<file path="src/rtl/phy_bridge_pkg.sv">
package phy_bridge_pkg;
  // Bit positions inside the control/status word that the host software decodes.
  localparam int unsigned OP_BIT   = 0;
  localparam int unsigned BUSY_BIT = 7;
  localparam int unsigned ADDR_LSB = 8;

  typedef enum logic {
    SEQ_IDLE = 1'b0,
    SEQ_WAIT = 1'b1
  } seq_state_e;
endpackage

</file>
<file path="src/rtl/phy_bridge_seq.sv">
module phy_bridge_seq
  import phy_bridge_pkg::*;
(
  input  logic clk,
  input  logic rst_n,
  input  logic start,
  input  logic phy_ack,
  output logic phy_req,
  output logic done
);
  seq_state_e state_q;

  assign phy_req = (state_q == SEQ_WAIT);
  assign done    = phy_req & phy_ack;

  always_ff @(posedge clk or negedge rst_n) begin
    if (!rst_n) begin
      state_q <= SEQ_IDLE;
    end else begin
      case (state_q)
        SEQ_IDLE: if (start) state_q <= SEQ_WAIT;
        SEQ_WAIT: if (phy_ack) state_q <= SEQ_IDLE;
        default:  state_q <= SEQ_IDLE;
      endcase
    end
  end

  AST_REQ_HOLD: assert property (@(posedge clk) disable iff (!rst_n)
    phy_req && !phy_ack |=> phy_req);
  AST_ACK_ENDS: assert property (@(posedge clk) disable iff (!rst_n)
    done |=> !phy_req);
endmodule

</file>
<file path="src/rtl/phy_bridge_csr.sv">
module phy_bridge_csr
  import phy_bridge_pkg::*;
#(
  parameter int unsigned ADDR_W = 8,
  parameter int unsigned DATA_W = 16,
  localparam int unsigned DATA_LSB = ADDR_LSB + ADDR_W,
  localparam int unsigned WORD_W   = DATA_LSB + DATA_W
) (
  input  logic              clk,
  input  logic              rst_n,
  input  logic              host_wr,
  input  logic [WORD_W-1:0] host_wdata,
  input  logic              done,
  input  logic [DATA_W-1:0] phy_rdata,
  output logic              start,
  output logic              busy,
  output logic              op_write,
  output logic [ADDR_W-1:0] addr,
  output logic [DATA_W-1:0] data,
  output logic [WORD_W-1:0] word
);
  // Assemble the host-visible word; unlisted bits read as zero.
  function automatic logic [WORD_W-1:0] pack_word(
    input logic op, input logic bsy,
    input logic [ADDR_W-1:0] a, input logic [DATA_W-1:0] d);
    logic [WORD_W-1:0] w;
    w = '0;
    w[OP_BIT]              = op;
    w[BUSY_BIT]            = bsy;
    w[ADDR_LSB +: ADDR_W]  = a;
    w[DATA_LSB +: DATA_W]  = d;
    return w;
  endfunction

  logic capture_rd;

  assign start      = host_wr & ~busy;
  assign capture_rd = done & ~op_write;
  assign word       = pack_word(op_write, busy, addr, data);

  always_ff @(posedge clk or negedge rst_n) begin
    if (!rst_n) begin
      busy     <= 1'b0;
      op_write <= 1'b0;
      addr     <= '0;
      data     <= '0;
    end else if (start) begin
      busy     <= 1'b1;
      op_write <= host_wdata[OP_BIT];
      addr     <= host_wdata[ADDR_LSB +: ADDR_W];
      data     <= host_wdata[DATA_LSB +: DATA_W];
    end else if (done) begin
      busy <= 1'b0;
      if (capture_rd) data <= phy_rdata;
    end
  end

  AST_START_SETS_BUSY: assert property (@(posedge clk) disable iff (!rst_n)
    host_wr && !busy |=> busy);
  AST_BUSY_LOCKOUT: assert property (@(posedge clk) disable iff (!rst_n)
    host_wr && busy |=> $stable(addr) && $stable(op_write));
  AST_RD_CAPTURE: assert property (@(posedge clk) disable iff (!rst_n)
    capture_rd |=> !busy && data == $past(phy_rdata) && $stable(addr));
  AST_WR_KEEPS_DATA: assert property (@(posedge clk) disable iff (!rst_n)
    done && op_write |=> !busy && $stable(data));
  AST_RO_BITS: assert property (@(posedge clk) disable iff (!rst_n)
    host_wr && host_wdata[BUSY_BIT:1] != '0 |=> word[BUSY_BIT-1:1] == '0);
endmodule

</file>
<file path="src/rtl/phy_reg_bridge.sv">
module phy_reg_bridge #(
  parameter int unsigned ADDR_W = 8,
  parameter int unsigned DATA_W = 16,
  localparam int unsigned WORD_W = phy_bridge_pkg::ADDR_LSB + ADDR_W + DATA_W
) (
  input  logic              clk,
  input  logic              rst_n,
  input  logic              host_wr,
  input  logic [WORD_W-1:0] host_wdata,
  output logic [WORD_W-1:0] host_rdata,
  output logic              phy_req,
  output logic              phy_we,
  output logic [ADDR_W-1:0] phy_addr,
  output logic [DATA_W-1:0] phy_wdata,
  input  logic              phy_ack,
  input  logic [DATA_W-1:0] phy_rdata
);
  logic start;
  logic done;
  logic busy;

  phy_bridge_csr #(.ADDR_W(ADDR_W), .DATA_W(DATA_W)) u_csr (
    .clk        (clk),
    .rst_n      (rst_n),
    .host_wr    (host_wr),
    .host_wdata (host_wdata),
    .done       (done),
    .phy_rdata  (phy_rdata),
    .start      (start),
    .busy       (busy),
    .op_write   (phy_we),
    .addr       (phy_addr),
    .data       (phy_wdata),
    .word       (host_rdata)
  );

  phy_bridge_seq u_seq (
    .clk     (clk),
    .rst_n   (rst_n),
    .start   (start),
    .phy_ack (phy_ack),
    .phy_req (phy_req),
    .done    (done)
  );

  AST_BUSY_COVERS_REQ: assert property (@(posedge clk) disable iff (!rst_n)
    phy_req |-> busy);
  AST_PHY_STABLE: assert property (@(posedge clk) disable iff (!rst_n)
    phy_req && !phy_ack |=> $stable(phy_addr) && $stable(phy_we) && $stable(phy_wdata));
endmodule

</file>
<file path="config.mk">
export PLATFORM = sky130hd
export DESIGN_NAME = phy_reg_bridge
export DESIGN_NICKNAME = d
export VERILOG_FILES = /design/src/rtl/phy_bridge_pkg.sv /design/src/rtl/phy_bridge_seq.sv /design/src/rtl/phy_bridge_csr.sv /design/src/rtl/phy_reg_bridge.sv
export SDC_FILE = /design/constraint.sdc
export NUM_CORES = 1
export LEC_CHECK = 0
export BUFFER_PORTS_ARGS = -buffer_cell sky130_fd_sc_hd__buf_2
export CORE_ASPECT_RATIO = 1.1
export CORE_MARGIN = 3
export CORE_UTILIZATION = 40
export CTS_BUF_LIST = sky130_fd_sc_hd__clkbuf_16
export DETAILED_ROUTE_END_ITERATION = 8
export GPL_TIMING_DRIVEN = 0
export PLACE_DENSITY = 0.79
export SLEW_MARGIN = 20
export SYNTH_ARGS = -nofsm -noshare
export SYNTH_HDL_FRONTEND = slang
export SYNTH_SLANG_ARGS = --single-unit
</file>
<file path="constraint.sdc">
create_clock -name clk -period 2.1 [get_ports clk]
set_input_delay 0.42 -clock clk [delete_from_list [all_inputs] [get_ports clk]]
set_output_delay 0.42 -clock clk [all_outputs]
set_load 0.05 [all_outputs]
</file>
After elaboration in Yosys (flattened, before gate mapping)
Cells that the tools add are included.
{"block": "totals", "reg_bits": 27, "latchBits": 0, "ramBits": 0, "mem_bits_ro": 0, "inputBits": 52, "output_inout_bits": 58, "word_cells": 22, "mem_count": 0}
{"block": "op_classes", "addsub": 0, "multipliers": 0, "n_div": 0, "order_cmp": 0, "eq_ne": 0, "shift": 0, "muxes": 8, "bitwise_logic": 6, "reduce_logical": 3}
{"cell": "$mux W16", "count": 3}
{"cell": "$mux W1", "count": 4}
{"cell": "$reduce_bool A2 Y1", "count": 2}
{"cell": "$and A1 B1 Y1", "count": 3}
{"cell": "$not A1 Y1", "count": 3}
{"cell": "$pmux W1 S2", "count": 1}
{"cell": "$reduce_and A2 Y1", "count": 1}

Depth between registers and ports, before layout
Gate-level depths: netlist of the first run.
{"block": "depth", "ltp_word": 5, "mapped_depth": 5, "mapped_depth_nobuf": 3}

Cells and area by module
A second synthesis of the first run with hierarchy kept.
{"block": "unflattened", "cells_unflattened": 113, "area_unflattened_um2": 1557.7}
{"module": "phy_bridge_csr", "n_inst": 1, "cells_per_inst": 109, "area_each_um2": 1511.4, "seq_area_each_um2": 650.6}
{"module": "phy_bridge_seq", "n_inst": 1, "cells_per_inst": 4, "area_each_um2": 46.3, "seq_area_each_um2": 25.0}

Least setup slack after synthesis of the first run
OpenSTA, ideal clock, no wires.
{"block": "synth_path", "path_type": "register to register", "startpoint": "register u_seq.state_q (netlist: u_seq.phy_req)", "endpoint": "register u_csr.data[10]", "setup_time_ps": 125, "t_arrival_ps": 1609, "required_ps": 1975, "slack_ps": 366, "stages_incl_launch_ff": 5, "n_path_buf": 1, "period_less_slack_ps": 1734, "path_cell_list": "dfrtp_1 nand2_1 o21ai_2 buf_6 mux2_2"}
{"block": "synth_via", "elab_chain_len": 4, "word_cells_on_any_way": 5, "classes_between": "2 x bitwise; 3 x reduce/logical"}
{"element": "from (decl)", "line_no": "phy_bridge_seq.sv:11", "text": "seq_state_e state_q;"}
{"element": "from (signal assigned)", "line_no": "phy_bridge_seq.sv:18", "text": "state_q <= SEQ_IDLE;"}
{"element": "from (signal assigned)", "line_no": "phy_bridge_seq.sv:21", "text": "SEQ_IDLE: if (start) state_q <= SEQ_WAIT;"}
{"element": "from (signal assigned)", "line_no": "phy_bridge_seq.sv:22", "text": "SEQ_WAIT: if (phy_ack) state_q <= SEQ_IDLE;"}
{"element": "$and A1 B1 Y1 (*)", "line_no": "phy_bridge_seq.sv:14", "text": "assign done = phy_req & phy_ack;"}
{"element": "$and A1 B1 Y1", "line_no": "phy_bridge_csr.sv:38", "text": "assign capture_rd = done & ~op_write;"}
{"element": "$reduce_bool A2 Y1 (no source line)"}
{"element": "$reduce_and A2 Y1 (no source line) (*)"}
{"element": "to (signal assigned)", "line_no": "phy_bridge_csr.sv:51", "text": "data <= host_wdata[DATA_LSB +: DATA_W];"}
{"element": "to (signal assigned)", "line_no": "phy_bridge_csr.sv:54", "text": "if (capture_rd) data <= phy_rdata;"}
{"element": "to (decl)", "line_no": "phy_bridge_csr.sv:19", "text": "output logic [DATA_W-1:0] data,"}
Every way passes the cells marked *; elsewhere a longest branch is shown, timed or not.
A chain may end at the register's enable or synchronous reset.

Final worst setup path of the first run
{"block": "layout_path", "startpoint": "register u_csr.busy", "endpoint": "register u_csr.data[15]"}
{"block": "layout_via", "elab_chain_len": 4, "word_cells_on_any_way": 6, "classes_between": "1 x mux; 2 x bitwise; 3 x reduce/logical"}
{"element": "from (decl)", "line_no": "phy_bridge_csr.sv:16", "text": "output logic busy,"}
{"element": "from (signal assigned)", "line_no": "phy_bridge_csr.sv:43", "text": "busy <= 1'b0;"}
{"element": "from (signal assigned)", "line_no": "phy_bridge_csr.sv:48", "text": "busy <= 1'b1;"}
{"element": "from (signal assigned)", "line_no": "phy_bridge_csr.sv:53", "text": "busy <= 1'b0;"}
{"element": "$not A1 Y1 (*)", "line_no": "phy_bridge_csr.sv:37", "text": "assign start = host_wr & ~busy;"}
{"element": "$and A1 B1 Y1 (*)", "line_no": "phy_bridge_csr.sv:37"}
{"element": "$reduce_bool A2 Y1 (no source line)"}
{"element": "$reduce_and A2 Y1 (no source line)"}
Marked as above.

==> impl_metrics.csv, run 1 <==
group,metric,value,unit
final_layout,layout.nets,269,
worst_setup_path,path_buf_inv,2,
route,antenna_left,0,
worst_setup_path,r2r-end,"u_csr.data[15]",
grt,grt_pass1_wl,5.099,mm
route,routed_via_density,4.318,
synth,ys_seq_area_share,44.15,%
worst_setup_path,cpMaxStageDelayCell,"dfrtp_1",
route,wl,3.115,mm
die,num_io_pins,110,
grt,grt_max_degree,28,
clock_tree,cts_tree,"done",
synth,postSynthCellCount,111,
timing,final.min_clock_period,1.559,ns
die,core_area,0.003496,mm2
synth,synth_area,0.001530,mm2
route,firstDrtPassIters,4,
final_layout,area_growth_syn_to_layout,41.70,%
grt,grt_pass1_vias,1155,
worst_setup_path,reg2regPathDepth,5,
clock_tree,clock-root-buffer,"clkbuf_16",
timing,final.setup.tns,0,ns
outcome,status,"finished clean",
route,wire_per_inst,11.80,um
synth,synth-seq-cells,27,
clock_tree,cts_inserted_buffers,3,
placement,hpwl,2.504,mm
placement,port-buffer-count,96,
worst_setup_path,rrSetupSlack,0.54,ns
route,drc,0,
synth,synth.distinct_cells,11,
grt,gr-total-overflow,0,
route,drtIter0Drc,29,
grt,antenna_found_initial,0,
final_layout,drive_gt1_share,82.41,%
clock_tree,clk_pin_slew,0.06,ns
worst_setup_path,cp_max_fo,10,
clock_tree,clk_path_buf_depth,2,
timing,setup_viol,0,
die,dieArea,0.004604,mm2
timing,tightest_slew,0.5878,ns
clock_tree,h-tree-depth,1,
clock_tree,cts_resized,0,
final_layout,n_antenna_cell,0,
die,rows,22,
clock_tree,clock_sinks,27,
worst_setup_path,reg2reg_from,"u_csr.busy",
worst_setup_path,path_cells,"nand2b_4 > buf_6 > o21ai_2 > buf_6 > mux2_2",
timing,fin_crit_sh,74.22,%
timing,finalHoldViolCount,0,
grt,grt_usage,13.88,%
worst_setup_path,cpMostUsedCell,"buf_6",
timing,max_slew_margin,60.81,%
worst_setup_path,cp-start-kind,"flop",
worst_setup_path,crit_path_end_kind,"flop",
timing,rsz0062_at_grt,"false",
die,dieWidth,64.97,um
placement,gp_congestion,0.7098,
clock_tree,clock_latency,0.25,ns
synth,ys.warnings.count,0,
worst_setup_path,arrival,1.70,ns
hold_path,hold_class,"input pin to async pin",
run,maxCapViolCount,0,
die,die-height,70.87,um
route,num_vias,1140,
worst_setup_path,critical_path_class,"flop to flop",
timing,slew_viol_final,0,
synth,avgSynthCellArea,13.79,um2
timing,max_freq,641.6,MHz
clock_tree,post-cts-setup-buffers,0,
timing,fin_skew,0.002447,ns
final_layout,num-fill-cells,298,
clock_tree,holdBufCountCts,0,
worst_setup_path,slowest_delay,0.39,ns
worst_setup_path,worst_ep_required_time,2.24,ns
die,initial_core_util,43.77,%
worst_setup_path,path_delay_family,"flip-flops",
cell type report:
cell class                 instances  area (um2)  area share [%]
timing repair buffer              96       480.5           22.16
tap                               48       60.06           2.770
clock buffer                       3       75.07           3.462
buffer                            36       285.3           13.16
clock inverter                     1       3.754          0.1731
multi-input combinational         53       588.1           27.12
sequential                        27       675.6           31.16
per-stage QoR:
stage	area, um2	util [%]	std cells	hold WS [ns]	setup slack [ns]
floorplan	1549	-	116	0.1244	0.3663
global placement	2090	59.77	260	0.4651	0.4606
detailed placement	2090	59.77	260	0.4595	0.4555
CTS	2168	62.03	264	0.1863	0.5284
global route	2168	62.03	264	0.2078	0.4556
finish	2168	62.03	264	0.1606	0.5413
cells in the mapped netlist:
| cell | number | area (um2) |
|---|---|---|
| buf_6 | 2 | 22.52 |
| mux2i_1 | 1 | 10.01 |
| dfrtp_1 | 27 | 675.7 |
| buf_4 | 33 | 247.7 |
| nand2b_4 | 1 | 13.76 |
| buf_8 | 1 | 15.01 |
| nand2_1 | 3 | 11.26 |
| mux2_2 | 25 | 281.5 |
| conb_1 | 1 | 3.750 |
| mux2_4 | 16 | 240.2 |
| o21ai_2 | 1 | 8.760 |
layer usage:
layer  GRT usage, %  share of wire (%)
met1          17.00                 39
met4          3.521               0.45
met3          3.492                 11
met5              0                  0
met2          24.20                 49
cell families (layout without fill, tap and decap cells):
| kind of cell | Yosys count | count (layout) | share of synthesized area (%) |
|---|---|---|---|
| multiplexers | 42 | 42 | 34.75 |
| buffers and inverters | 36 | 136 | 18.64 |
| flip-flops | 27 | 27 | 44.15 |
| AND/OR/NAND/NOR | 4 | 4 | 1.635 |
| other | 1 | 6 | 0.2451 |
| AO/OA/AOI/OAI | 1 | 1 | 0.5725 |
how the worst max path moves through the flow:
stage             startpoint             end  slack (ns)  depth (start not counted)
2_1_floorplan  u_seq.phy_req  u_csr.data[10]        0.37                          4
3_3_place_gp         phy_ack  u_csr.data[15]        0.46                          5
3_5_place_dp         phy_ack  u_csr.data[15]        0.46                          5
4_1_cts           u_csr.busy  u_csr.data[15]        0.53                          5
5_1_grt        u_seq.phy_req  u_csr.data[15]        0.46                          4
6_report          u_csr.busy  u_csr.data[15]        0.54                          5
cell usage in the layout, fill, tap and decap left out:
cell	n
conb_1	6
nand2b_4	1
inv_1	1
buf_6	2
buf_8	1
dfrtp_1	27
buf_4	33
mux2_4	16
mux2i_1	1
buf_2	96
mux2_2	25
nand2_1	3
o21ai_2	1
clkbuf_16	3
sequential cells by signal, summed over array words and instances (netlist names):
name / cells
u_csr.busy: 1
u_seq.phy_req: 1
u_csr.op_write: 1
u_csr.addr: 8
u_csr.data: 16
Power of run 1 is not shown: default switching activity piles up to over one toggle a cycle in this logic, so the estimate is an artifact.
==> run 2: changes to the inputs <==
CORE_UTILIZATION = 37   (was 40)
PLACE_DENSITY = 0.77   (was 0.79)
clock period = 1.3 ns   (was 2.1 ns; I/O delays follow)
==> impl_metrics.csv, run 2 (synthesized netlist as in run 1, its figures left out) <==
group,metric,value,unit
worst_setup_path,worst_ep_required_time,1.44,ns
timing,finalHoldViolCount,0,
timing,tightest_slew,0.5928,ns
final_layout,layout.nets,282,
worst_setup_path,crit_path_end_kind,"flop",
clock_tree,clock-root-buffer,"clkbuf_16",
grt,grt_max_degree,28,
clock_tree,clock_latency,0.25,ns
worst_setup_path,cp.depth,5,
route,num_vias,1202,
placement,port-buffer-count,96,
worst_setup_path,cpMaxStageDelayCell,"dfrtp_1",
placement,gp_congestion,0.6691,
timing,slew_viol_final,0,
placement,post-place-ws,-0.2008,ns
final_layout,largest_reg_flops,16,
run,maxCapViolCount,0,
timing,rsz0062_at_grt,"true",
final_layout,area_growth_syn_to_layout,60.83,%
worst_setup_path,rrSetupSlack,-0.17,ns
route,drtIter0Drc,17,
final_layout,final_common_cell,"buf_2",
worst_setup_path,cp-start-kind,"flop",
placement,hpwl,2.697,mm
route,routed_via_density,4.308,
grt,grt_pass1_wl,5.354,mm
final_layout,fin_util,64.79,%
grt,antenna_found_initial,0,
die,die-height,73.45,um
clock_tree,holdBufCountCts,0,
final_layout,mostFrequentLayoutCells,"buf_2 (91), buf_4 (35), mux2_4 (26)",
grt,gr-total-overflow,0,
outcome,status,"finished, violations left",
final_layout,drive_gt1_share,84.72,%
clock_tree,clk_pin_slew,0.06,ns
die,dieArea,0.004944,mm2
outcome,violations,"setup timing",
grt,grt_usage,14.58,%
worst_setup_path,cp_max_fo,5,
clock_tree,clk_path_buf_depth,2,
grt,grt_pass1_vias,1164,
worst_setup_path,path_buf_inv,2,
clock_tree,cts_tree,"done",
die,initial_core_util,40.28,%
route,wire_per_inst,13.18,um
worst_setup_path,critical_path_class,"flop to flop",
final_layout,largest-register,"u_csr.data",
worst_setup_path,arrival,1.61,ns
die,dieWidth,67.32,um
timing,max_slew_margin,60.48,%
worst_setup_path,slowest_delay,0.38,ns
worst_setup_path,path_delay_family,"multiplexers",
route,drc,0,
timing,setup_viol,26,
route,firstDrtPassIters,3,
timing,final.min_clock_period,1.470,ns
die,rows,23,
clock_tree,cts_inserted_buffers,3,
route,antenna_left,0,
final_layout,num-fill-cells,304,
final_layout,reg_top3,"u_csr.data x16, u_csr.addr x8",
final_layout,n_antenna_cell,0,
die,num_io_pins,110,
hold_path,hold_class,"input pin to async pin",
die,core_area,0.003799,mm2
timing,fin_crit_sh,113.1,%
route,wl,3.676,mm
timing,final.setup.tns,-3.154,ns
timing,max_freq,680.1,MHz
clock_tree,h-tree-depth,1,
timing,fin_skew,0.002322,ns
worst_setup_path,reg2regPathDepth,5,
clock_tree,clock_sinks,27,
worst_setup_path,path_cells,"nand2b_4 > buf_12 > buf_12 > mux2_4 > mux2_4",
timing,worst_slack,-0.1703,ns
[run 2: cell count changes in the layout (fill, tap and decap cells not counted), sizes merged]
cell    previous run  this run
buf              132       141
clkbuf             3         7
[run 2: per-stage QoR]
| step | instances | cell area, um2 | hold slack, ns |
|---|---|---|---|
| finish | 279 | 2461 | 0.003663 |
| global route | 279 | 2461 | 0.07219 |
| CTS | 277 | 2394 | 0.02917 |
| detailed placement | 262 | 2120 | 0.3067 |
| global placement | 262 | 2120 | 0.3051 |
| floorplan | 116 | 1577 | -0.03559 |
[run 2: path summary, 6_finish.rpt]
path | start | endpoint
worst min register to register | u_seq.phy_req | u_seq.phy_req
worst max-delay path | u_csr.busy | u_csr.data[3]
worst max register to register | u_csr.busy | u_csr.data[3]
min in group clk | phy_ack | u_seq.phy_req
worst min-delay path | rst_n | u_csr.data[11]
max in group asynchronous | rst_n | u_seq.phy_req
[run 2: repair_timing]
| action | 4_1_cts | 5_1_grt |
|---|---|---|
| cloned | 3 | 0 |
| setup endpoints to repair | 24 | 31 |
| buffers inserted | 9 | 4 |
| gates resized for setup | 9 | 20 |
[run 2: cell type report]
class / count / area, um2 / area share (%)
Buffer: 34 / 282.8 / 11.49
Sequential cell: 27 / 678.2 / 27.55
Timing Repair Buffer: 111 / 723.2 / 29.38
Clock buffer: 3 / 75.07 / 3.050
Multi-Input combinational cell: 53 / 635.6 / 25.83
Tap cell: 50 / 62.56 / 2.542
Clock inverter: 1 / 3.754 / 0.1525
[run 2: per-layer routing]
metal / global-route usage, % / share of wire, %
met5: 0 / 0
met3: 2.752 / 8.4
met4: 4.730 / 1.0
met2: 27.73 / 56
met1: 15.88 / 35
[run 2: worst register-to-register path: stages (launching register included)]
cell and delay (ns):
dfrtp_1 0.38, nand2b_4 0.17, buf_12 0.14, buf_12 0.13
mux2_4 0.29, mux2_4 0.25
Power of run 2 is left out for the same reason.
==> run 3: changes to the inputs <==
CORE_UTILIZATION = 40   (was 37)
PLACE_DENSITY = 0.79   (was 0.77)
clock period = 1.6 ns   (was 1.3 ns; I/O delays follow)
==> impl_metrics.csv, run 3 (synthesized netlist as in run 1, its figures left out) <==
group,metric,value,unit
worst_setup_path,critical_path_class,"flop to flop",
route,num_vias,1151,
final_layout,largest_reg_flops,16,
final_layout,reg_top3,"u_csr.data x16, u_csr.addr x8",
route,wire_per_inst,11.98,um
grt,grt_usage,14.52,%
final_layout,largest-register,"u_csr.data",
placement,gp_congestion,0.6916,
route,wl,3.162,mm
clock_tree,cts_inserted_buffers,3,
final_layout,drive_gt1_share,83.33,%
final_layout,layout.nets,269,
clock_tree,clock_latency,0.26,ns
worst_setup_path,cp-start-kind,"flop",
clock_tree,cts_tree,"done",
final_layout,mostFrequentLayoutCells,"buf_2 (96), buf_4 (33), dfrtp_1 (26)",
grt,gr-total-overflow,0,
die,num_io_pins,110,
hold_path,hold_class,"input pin to async pin",
outcome,status,"finished clean",
worst_setup_path,crit_path_end_kind,"flop",
timing,fin_skew,0.001816,ns
timing,rsz0062_at_grt,"false",
run,maxCapViolCount,0,
worst_setup_path,arrival,1.65,ns
final_layout,final_common_cell,"buf_2",
grt,grt_pass1_vias,1239,
worst_setup_path,worst_ep_required_time,1.74,ns
timing,max_slew_margin,60.50,%
timing,tightest_slew,0.5925,ns
clock_tree,clk_path_buf_depth,2,
worst_setup_path,path_cells,"nand2b_4 > buf_6 > buf_8 > mux2_4 > mux2_4",
route,drtIter0Drc,33,
clock_tree,post-cts-setup-buffers,0,
timing,fin_crit_sh,94.55,%
final_layout,area_growth_syn_to_layout,42.35,%
placement,port-buffer-count,96,
final_layout,n_antenna_cell,0,
die,core_area,0.003496,mm2
die,rows,22,
die,dieWidth,64.97,um
die,initial_core_util,43.77,%
worst_setup_path,cpMaxStageDelayCell,"dfrtp_1",
route,antenna_left,0,
timing,final.setup.tns,0,ns
clock_tree,clk_pin_slew,0.07,ns
worst_setup_path,path_delay_family,"multiplexers",
worst_setup_path,slowest_delay,0.39,ns
clock_tree,clock-root-buffer,"clkbuf_16",
grt,grt_max_degree,28,
clock_tree,clock_sinks,27,
timing,finalHoldViolCount,0,
route,routed_via_density,4.360,
timing,setup_viol,0,
route,firstDrtPassIters,4,
route,drc,0,
die,dieArea,0.004604,mm2
timing,holdWs,0.06167,ns
worst_setup_path,path_buf_inv,2,
clock_tree,holdBufCountCts,0,
die,die-height,70.87,um
worst_setup_path,cp_max_fo,10,
timing,final.min_clock_period,1.513,ns
grt,grt_pass1_wl,5.375,mm
worst_setup_path,cpMostUsedCell,"mux2_4",
timing,max_freq,661.0,MHz
clock_tree,h-tree-depth,1,
timing,slew_viol_final,0,
grt,antenna_found_initial,0,
placement,hpwl,2.564,mm
## run 3: worst register-to-register path: cells and delay by family, from the launching register on
| kind | cells | cell delay (ns) |
|---|---|---|
| buffers and inverters | 2 | 0.29 |
| DFF | 1 | 0.39 |
| muxes | 2 | 0.56 |
| and+or+nand+nor | 1 | 0.14 |
## run 3: repair_timing
item / 4_1_cts / 5_1_grt
hold endpoints to repair: 0 / 0
endpoints found under the setup margin: 0 / 2
resized for setup: 0 / 1
## run 3: final cells by class
| class | instances | area [um2] |
|---|---|---|
| Multi-Input combinational cell | 53 | 595.6 |
| Clock buffer | 3 | 75.07 |
| Sequential cell | 27 | 676.9 |
| Clock inverter | 1 | 5.005 |
| Timing Repair Buffer | 96 | 480.5 |
| Tap cell | 48 | 60.06 |
| Fill cell | 296 | 1318 |
| Buffer | 36 | 285.3 |
## run 3: final timing paths
| path | startpoint | end | slack, ns | depth (start not counted) |
|---|---|---|---|---|
| min in group clk | phy_ack | u_seq.phy_req | 0.25 | 2 |
| max in group asynchronous | rst_n | u_seq.phy_req | 1.12 | 1 |
| worst max-delay path | u_csr.busy | u_csr.data[3] | 0.09 | 5 |
| worst min-delay path | rst_n | u_seq.phy_req | 0.06 | 1 |
| worst min register to register | u_seq.phy_req | u_seq.phy_req | 0.50 | 1 |
| worst max register to register | u_csr.busy | u_csr.data[3] | 0.09 | 5 |
## run 3: per-layer routing
layer / global-route usage [%] / part of all wire [%] / vias up
met5: 0 / 0 / -
met4: 2.817 / 0.44 / 0
met3: 3.016 / 8.8 / 2
met2: 27.05 / 53 / 59
met1: 17.04 / 38 / 545
li1: - / - / 545
## run 3: metrics by stage
step / utilization (%) / instance area (um2) / instances / worst slack [ns]
after global placement: 59.81 / 2091 / 260 / 0.06182
final: 62.31 / 2178 / 264 / 0.08721
after floorplan: - / 1550 / 116 / 0.001162
after detailed placement: 59.81 / 2091 / 260 / 0.05885
after CTS: 62.10 / 2171 / 264 / 0.05034
after global routing: 62.31 / 2178 / 264 / 0.01144
Power of run 3 is left out for the same reason.
